[config.mk]
export PLATFORM = sky130hd
export DESIGN_NAME = wkf_filter
export DESIGN_NICKNAME = d
export VERILOG_FILES = /design/src/rtl/wkf_pkg.sv /design/src/rtl/wkf_id_match.sv /design/src/rtl/wkf_data_match.sv /design/src/rtl/wkf_err_count.sv /design/src/rtl/wkf_filter.sv
export SDC_FILE = /design/constraint.sdc
export NUM_CORES = 1
export LEC_CHECK = 0
export ABC_AREA = 1
export BUFFER_PORTS_ARGS = -buffer_cell sky130_fd_sc_hd__buf_4
export CORE_AREA = 3 3 100 102
export CTS_CLUSTER_DIAMETER = 30
export DETAILED_ROUTE_END_ITERATION = 10
export DIE_AREA = 0 0 103 105
export PLACE_DENSITY = 0.69
export SLEW_MARGIN = 10
export SYNTH_ARGS = -nofsm -noshare
export SYNTH_HDL_FRONTEND = slang
export SYNTH_SLANG_ARGS = --single-unit
[constraint.sdc]
create_clock -name clk -period 2.3 [get_ports clk]
set_input_delay 0.23 -clock clk [delete_from_list [all_inputs] [get_ports clk]]
set_output_delay 0.23 -clock clk [all_outputs]
set_load 0.005 [all_outputs]
[src/rtl/wkf_pkg.sv]
package wkf_pkg;
  localparam int ID_W     = 29;
  localparam int STD_W    = 11;
  localparam int EXT_LO_W = ID_W - STD_W;
  localparam int WORD_W   = 32;
  localparam int STD_LSB  = 2;
  localparam int STD_MSB  = STD_LSB + STD_W - 1;
  localparam int LO_LSB   = STD_MSB + 1;
  localparam int LO_MSB   = LO_LSB + EXT_LO_W - 1;

  // standard identifier field of a configuration word
  function automatic logic [STD_W-1:0] word_std(input logic [WORD_W-1:0] w);
    return w[STD_MSB:STD_LSB];
  endfunction

  // full extended identifier rebuilt from a configuration word
  function automatic logic [ID_W-1:0] word_ext(input logic [WORD_W-1:0] w);
    return {w[STD_MSB:STD_LSB], w[LO_MSB:LO_LSB]};
  endfunction
endpackage

[src/rtl/wkf_id_match.sv]
module wkf_id_match
  import wkf_pkg::*;
(
  input  logic [ID_W-1:0]   rx_id,
  input  logic              rx_ext,
  input  logic [WORD_W-1:0] cfg_id,
  input  logic [WORD_W-1:0] cfg_mask,
  input  logic              cfg_ext,
  output logic              hit
);
  logic [ID_W-1:0] want;
  logic [ID_W-1:0] skip;
  logic [ID_W-1:0] got;
  logic [ID_W-1:0] diff;

  always_comb begin
    if (cfg_ext) begin
      want = word_ext(cfg_id);
      skip = word_ext(cfg_mask);
      got  = rx_id;
    end else begin
      want = {{EXT_LO_W{1'b0}}, word_std(cfg_id)};
      skip = {{EXT_LO_W{1'b1}}, word_std(cfg_mask)};
      got  = {{EXT_LO_W{1'b0}}, rx_id[STD_W-1:0]};
    end
  end

  for (genvar i = 0; i < ID_W; i++) begin : g_bit
    assign diff[i] = (got[i] ^ want[i]) & ~skip[i];
  end

  assign hit = (rx_ext == cfg_ext) && (diff == '0);
endmodule

[src/rtl/wkf_data_match.sv]
module wkf_data_match #(
  parameter int DATA_BYTES = 8,
  parameter int DLC_W      = 4,
  localparam int DATA_W    = DATA_BYTES * 8
) (
  input  logic              en,
  input  logic [DLC_W-1:0]  rx_dlc,
  input  logic [DATA_W-1:0] rx_data,
  input  logic [DLC_W-1:0]  cfg_dlc,
  input  logic [DATA_W-1:0] cfg_sel,
  output logic              hit
);
  logic [DATA_BYTES-1:0] byte_hit;

  for (genvar k = 0; k < DATA_BYTES; k++) begin : g_byte
    assign byte_hit[k] = |(rx_data[8*k +: 8] & cfg_sel[8*k +: 8]);
  end

  assign hit = !en || ((rx_dlc == cfg_dlc) && (|byte_hit));
endmodule

[src/rtl/wkf_err_count.sv]
module wkf_err_count #(
  parameter int CNT_W = 8
) (
  input  logic             clk,
  input  logic             rst_n,
  input  logic             clear,
  input  logic             bump,
  input  logic [CNT_W-1:0] limit,
  output logic [CNT_W-1:0] cnt,
  output logic             flag,
  output logic             ovf
);
  localparam logic [CNT_W-1:0] CNT_MAX = '1;

  logic [CNT_W-1:0] nxt;

  assign nxt = (cnt == CNT_MAX) ? cnt : cnt + 1'b1;
  assign ovf = bump && !clear && !flag && (nxt > limit);

  always_ff @(posedge clk or negedge rst_n) begin
    if (!rst_n) begin
      cnt  <= '0;
      flag <= 1'b0;
    end else if (clear) begin
      cnt  <= '0;
      flag <= 1'b0;
    end else begin
      if (bump) cnt <= nxt;
      if (ovf)  flag <= 1'b1;
    end
  end
endmodule

[src/rtl/wkf_filter.sv]
module wkf_filter
  import wkf_pkg::*;
#(
  parameter int DATA_BYTES = 8,
  parameter int DLC_W      = 4,
  parameter int CNT_W      = 8,
  localparam int DATA_W    = DATA_BYTES * 8
) (
  input  logic              clk,
  input  logic              rst_n,
  input  logic              rx_valid,
  output logic              rx_ready,
  input  logic [ID_W-1:0]   rx_id,
  input  logic              rx_ext,
  input  logic              rx_fd,
  input  logic [DLC_W-1:0]  rx_dlc,
  input  logic [DATA_W-1:0] rx_data,
  input  logic              rx_err,
  input  logic [WORD_W-1:0] cfg_id,
  input  logic [WORD_W-1:0] cfg_mask,
  input  logic              cfg_ext,
  input  logic              cfg_data_en,
  input  logic [DLC_W-1:0]  cfg_dlc,
  input  logic [DATA_W-1:0] cfg_data_sel,
  input  logic              cfg_fd_passive,
  input  logic [CNT_W-1:0]  cfg_err_limit,
  input  logic              cfg_valid,
  input  logic              sw_en,
  input  logic              clr,
  output logic              wake_o,
  output logic              err_flag_o,
  output logic [CNT_W-1:0]  err_cnt_o
);
  logic armed, armed_q, rearm, clear_all;
  logic accept, fd_err, bump;
  logic id_hit, data_hit, match, ovf;
  logic held, wake_req;

  assign rx_ready  = 1'b1;
  assign armed     = cfg_valid & sw_en;
  assign rearm     = armed & ~armed_q;
  assign clear_all = clr | rearm;

  assign accept = rx_valid & rx_ready & armed;
  assign fd_err = accept & rx_fd & ~cfg_fd_passive;
  assign bump   = armed & (rx_err | fd_err);

  wkf_id_match u_id (
    .rx_id    (rx_id),
    .rx_ext   (rx_ext),
    .cfg_id   (cfg_id),
    .cfg_mask (cfg_mask),
    .cfg_ext  (cfg_ext),
    .hit      (id_hit)
  );

  wkf_data_match #(.DATA_BYTES(DATA_BYTES), .DLC_W(DLC_W)) u_data (
    .en      (cfg_data_en),
    .rx_dlc  (rx_dlc),
    .rx_data (rx_data),
    .cfg_dlc (cfg_dlc),
    .cfg_sel (cfg_data_sel),
    .hit     (data_hit)
  );

  wkf_err_count #(.CNT_W(CNT_W)) u_err (
    .clk   (clk),
    .rst_n (rst_n),
    .clear (clear_all),
    .bump  (bump),
    .limit (cfg_err_limit),
    .cnt   (err_cnt_o),
    .flag  (err_flag_o),
    .ovf   (ovf)
  );

  assign match    = accept & ~rx_fd & id_hit & data_hit;
  assign wake_req = (match | ovf) & ~held & ~clear_all;

  always_ff @(posedge clk or negedge rst_n) begin
    if (!rst_n) begin
      armed_q <= 1'b0;
      held    <= 1'b0;
      wake_o  <= 1'b0;
    end else begin
      armed_q <= armed;
      wake_o  <= wake_req;
      if (clear_all)     held <= 1'b0;
      else if (wake_req) held <= 1'b1;
    end
  end
endmodule

==> results of run 1 <==
## cells in the final DEF, fill, tap and decap left out, drive strengths merged
cell         count
buf            265
nand2          211
nor2            53
inv             38
o21ai           26
a21oi           17
nand3           14
dfrtp           12
ha               9
nand4            8
or2              6
nand3b           6
nor3             6
xnor2            5
clkbuf           4
o22ai            3
xor2             3
o211ai           2
mux2i            2
a21boi           2
o21bai           1
conb             1
dlygate4sd3      1
## registers in the layout (all words and copies together), names as in the netlist
name,flops
armed_q,1
held,1
u_err.cnt,8
u_err.flag,1
wake_o,1
## metal layers
| metal | vias up | part of all wire [%] | routed length (um) | track usage (%) |
|---|---|---|---|---|
| li1 | 1886 | - | - | - |
| met1 | 1521 | 38 | 4050 | 19.9 |
| met2 | 170 | 51 | 5400 | 32.8 |
| met3 | 27 | 8.1 | 862 | 2.94 |
| met4 | 0 | 2.9 | 310 | 5.37 |
| met5 | - | 0 | 0 | 0 |
## what timing repair did
item / CTS / global route
hold buffers: 1 / 0
resized for setup: 9 / 9
endpoints found under the hold margin: 12 / 0
setup buffers: 2 / 5
pin swaps: 8 / 13
endpoints found under the setup margin: 3 / 3
## power breakdown
part	leakage [nW]	internal, mW	switching, mW
registers	0.166	0.213	0.000962
logic	2.36	0.364	0.223
clock network	0.0288	0.152	0.0819
total	2.56	0.729	0.306
## worst max-delay path, cell delays in order (launching register included)
cell	delay [ns]
dfrtp_1	0.36
ha_2	0.18
nand4_1	0.17
nor3_2	0.22
nand2_2	0.15
buf_4	0.17
o21ai_2	0.14
ha_1	0.28
a21oi_2	0.14
o21ai_1	0.08
nand2_1	0.06
o211ai_1	0.08
nand4_1	0.12
nand2_1	0.07
nand2_1	0.06
nand2_1	0.05
## per-stage QoR
step	hold slack, ns	util, %	instances
detailed placement	0.0782	46.2	794
global route	0.297	48.2	806
floorplan	-0.0656	-	430
finish	0.273	48.2	806
global placement	0.0751	46.2	794
CTS	0.274	47.4	801
## worst paths after layout
path                                endpoint  slack [ns]  depth (start not counted)
worst max-delay path                    held       -0.12                         15
worst min-delay path                 armed_q        0.27                          3
worst max register to register          held       -0.12                         15
worst min register to register          held        0.49                          2
max in group asynchronous         u_err.flag        1.78                          2
min in group asynchronous       u_err.cnt[4]        0.36                          2
## kinds of logic after synthesis
kind of cell	share of synthesized area, %
other	0.168
DFF	13.4
xor gates and xnor gates	3.13
and+or+nand+nor	55.7
adders and majority gates	5.03
muxes	0.895
buffers and inverters	9.34
AOI/OAI and AO/OA	12.3
## cell type report
cell class | count | share of cell area, %
well taps | 111 | 3.13
clock buffers | 4 | 1.24
flip-flops and latches | 12 | 6.77
repair buffers | 266 | 45.2
multi-input cells | 375 | 40.4
inverters | 38 | 3.33
==> metrics, run 1 <==
status finished, violations left; violated checks negative setup slack; Setup Skew 0.000456 ns; Syn. warnings 0; power per cell area 233 nW/um2; Syn Nets 688; io pins 260; total track usage 17.6%; clock sinks 12; cts bufs inserted 3; core area 9200 um2; largest net degree at the start of global routing 28; DR vias 3604; clk buf depth 2; final slew viol count 0; register area share after synthesis 13.4%; DP Area 4250 um2; hpwl dp 9.37 mm; GPL Wtd Cong 0.844; leakage power 2.56 nW; asr flop ratio synth 100%; register bit total from synthesis 12; Storage cell area 300 um2; Post-synth top flop dfrtp_1; height of the die 105 um; TNS Setup -0.242 ns; diode count 0; RSZ-0062 raised after global routing true; Synth cell types 29; post-route ant nets 0; initial antenna violation count 0; mean post-synth cell area 5.20 um2; Yosys top cell area share 34.4%; DR iter-0 viols 81; crit start category flip-flop; MaxCap Viol Count 0; CP Max Fanout 6; CP endpoint kind flip-flop; Final WS setup -0.124 ns; Final setup violation count 3; dominant cell type by area after synthesis nand2_1; Crit path arrival time 2.56 ns; die area 10800 um2; worst-skew pair later-pin latency 0.24 ns; Synth Cell Area 2240 um2; peak supply drop 0.144 mV; post-route cell area 4440 um2; DRC errors left 0; footprint of the multi-input gates 1790 um2; layout cells sized above 1 43.0%; TritonRoute pass-1 iters 5; Via-to-Cell Ratio 4.47; EDFF count, synth 0; worst setup path startpoint u_err.cnt[0]; Reg clk slew, reported paths 0.05 ns; Tot Pwr 1.04 mW; min cycle time layout 2.42 ns; die width 103 um; per-cell routed wire length 13.2 um; WL final 10.6 mm; first-pass GRT wire length 15.5 mm; Filler cells 947; CTS tree done; type of the worst setup path reg2reg; worst path required time 2.44 ns; hold_sp sw_en; reg2reg start u_err.cnt[0]; number of I/O port buffers 252; clk root buf clkbuf_8; most common cell in the netlist nand2_1; nets 954; Synth Instances 430; grt ovf 0; Final Hold Vio Count 0; Cell Rows 35; Area Growth Syn to Fin 98.3%; fin crit share 105%; DP Worst Slack -0.103 ns; CTS H-tree lvls 1; Initial Util 24.3%; fmax 0.413 GHz; Synth area leaders nand2_1, dfrtp_1, nor2_1; top cells by count, synth nand2_1, nor2_1, inv_1, o21ai_0, a21oi_1; vias in the first global route 3457; Hold Crit Class in2reg
Power figures use the tool's default switching activity.
==> inputs of run 2 (changes only) <==
- CORE_AREA: 3 3 100 102 -> 3 3 99 101
- CTS_CLUSTER_DIAMETER: 30 -> 120
- DIE_AREA: 0 0 103 105 -> 0 0 102 104
- PLACE_DENSITY: 0.69 -> 0.68
- clock period: 2.3 -> 2.7 ns (I/O delays scaled with it)
==> metrics, run 2 (same netlist as run 1, synthesis figures left out) <==
number of I/O port buffers 252 (unchanged); Final setup violation count 0 (-3); worst path required time 2.89 ns (+0.45 ns); clk buf depth 2 (unchanged); die width 102 um (-0.97%); reg2reg start u_err.cnt[0]; min cycle time layout 2.51 ns (+0.0882 ns); reg2reg setup slack 0.19 ns (+0.31 ns); power per cell area 204 nW/um2 (-13%); Cell Rows 35 (unchanged); peak supply drop 0.122 mV (-15%); Final Hold Vio Count 0 (unchanged); final slew viol count 0 (unchanged); most frequent cells in the layout buf_4, nand2_1, nor2_1; WL final 10.2 mm (-4.4%); Tot Pwr 882 uW (-15%); DR iter-0 viols 86 (+6.2%); hold_sp clr; Via-to-Cell Ratio 4.37 (-2.2%); type of the worst setup path reg2reg; clock sinks 12 (unchanged); cts bufs inserted 3 (unchanged); crit start category flip-flop; Worst R2R End held; grt ovf 0 (unchanged); CP Max Fanout 6 (unchanged); Setup Skew 0.00103 ns (+0.000578 ns); DRC errors left 0 (unchanged); CTS tree done; fin crit share 93.0% (-12 points); per-cell routed wire length 12.7 um (-3.4%); nets 946 (-0.84%); Filler cells 961 (+1.5%); total track usage 17.0% (-0.61 points); worst setup path startpoint u_err.cnt[0]; core area 9110 um2 (-0.95%); first-pass GRT wire length 14.7 mm (-5.0%); TNS Setup 0 ns (+0.242 ns); Area Growth Syn to Fin 93.6%; initial antenna violation count 0 (unchanged); diode count 0 (unchanged); worst-skew pair later-pin latency 0.25 ns (about the same); fmax 0.398 GHz (-3.5%); height of the die 104 um (-0.95%); vias in the first global route 3250 (-6.0%); largest net degree at the start of global routing 28 (unchanged); Final WS setup 0.188 ns (+0.312 ns); io pins 260 (unchanged); clk root buf clkbuf_8; CP endpoint kind flip-flop; Top reg by flops u_err.cnt; Worst Reg2Reg Path Length in Cells 16 (+1); Reg clk slew, reported paths 0.06 ns (about the same); hpwl dp 9.15 mm (-2.4%); commonest non-fill, non-tap cell in the layout buf_4; Initial Util 24.6% (+0.23 points); CTS H-tree lvls 1 (unchanged); TritonRoute pass-1 iters 4 (-1); layout cells sized above 1 41.0% (-2.0 points); max FFs per register 8 (unchanged); status finished, final reports clean; DP Area 4210 um2 (-1.1%); GPL Wtd Cong 0.871 (+3.2%); leakage power 2.51 nW (-1.9%); post-route ant nets 0 (unchanged); MaxCap Viol Count 0 (unchanged); Crit path arrival time 2.71 ns (+0.15 ns); post-route cell area 4330 um2 (-2.3%); RSZ-0062 raised after global routing false; DR vias 3488 (-3.2%); Hold Crit Class in2reg; CP endpoint held; DP Worst Slack 0.165 ns (+0.268 ns); die area 10600 um2 (-1.9%)
run 2: layer usage:
metal	wire (um)	vias up	share of wire [%]	global-route usage [%]
met2	5190	145	51	32.5
met5	0	-	0	0
li1	-	1874	-	-
met4	102	0	1.0	2.06
met3	890	8	8.8	3.69
met1	3970	1461	39	19.4
run 2: power breakdown:
part	switching (mW)	internal, mW
clock	0.0781	0.130
sequential	0.00140	0.182
combinational	0.185	0.306
total	0.264	0.618
run 2: stage by stage:
| step | utilization, % | hold WS (ns) | cells |
|---|---|---|---|
| 5_1_grt | 47.6 | 0.334 | 798 |
| 3_3_place_gp | 46.2 | 0.114 | 788 |
| 2_1_floorplan | - | -0.0256 | 430 |
| 4_1_cts | 46.9 | 0.300 | 793 |
| 3_5_place_dp | 46.2 | 0.123 | 788 |
| 6_report | 47.6 | 0.300 | 798 |
run 2: worst min-delay path by stage:
stage	end	slack, ns	cells after the start
floorplan	armed_q	-0.03	0
global placement	u_err.cnt[7]	0.11	1
detailed placement	u_err.cnt[7]	0.12	1
CTS	held	0.30	4
global route	held	0.33	4
finish	held	0.30	4
run 2: timing repair:
item / CTS / global route
gates resized for setup: 0 / 6
buffers inserted: 0 / 5
hold endpoints to repair: 12 / 0
hold buffers: 1 / 0
endpoints found under the setup margin: 0 / 3
run 2: layout make-up:
class | instances | area (um2) | share of cell area (%)
Clock buffer | 4 | 55.1 | 1.27
Inverter | 38 | 148 | 3.41
Multi-Input combinational cell | 375 | 1750 | 40.4
Sequential cell | 12 | 302 | 6.96
Tap cell | 111 | 139 | 3.21
Timing Repair Buffer | 258 | 1940 | 44.8
run 2: critical path, stage by stage, from the launching register on:
cell and delay [ns]:
dfrtp_1 0.40, ha_4 0.17, nand4_1 0.13, nor3_2 0.29, nand2_2 0.15, buf_4 0.16
xor2_1 0.15, ha_1 0.18, inv_1 0.05, a21oi_1 0.05, o21ai_0 0.14, nand2_1 0.07
o211ai_1 0.10, nand4_1 0.18, nand2_1 0.11, nand2_1 0.05, nand2_1 0.05
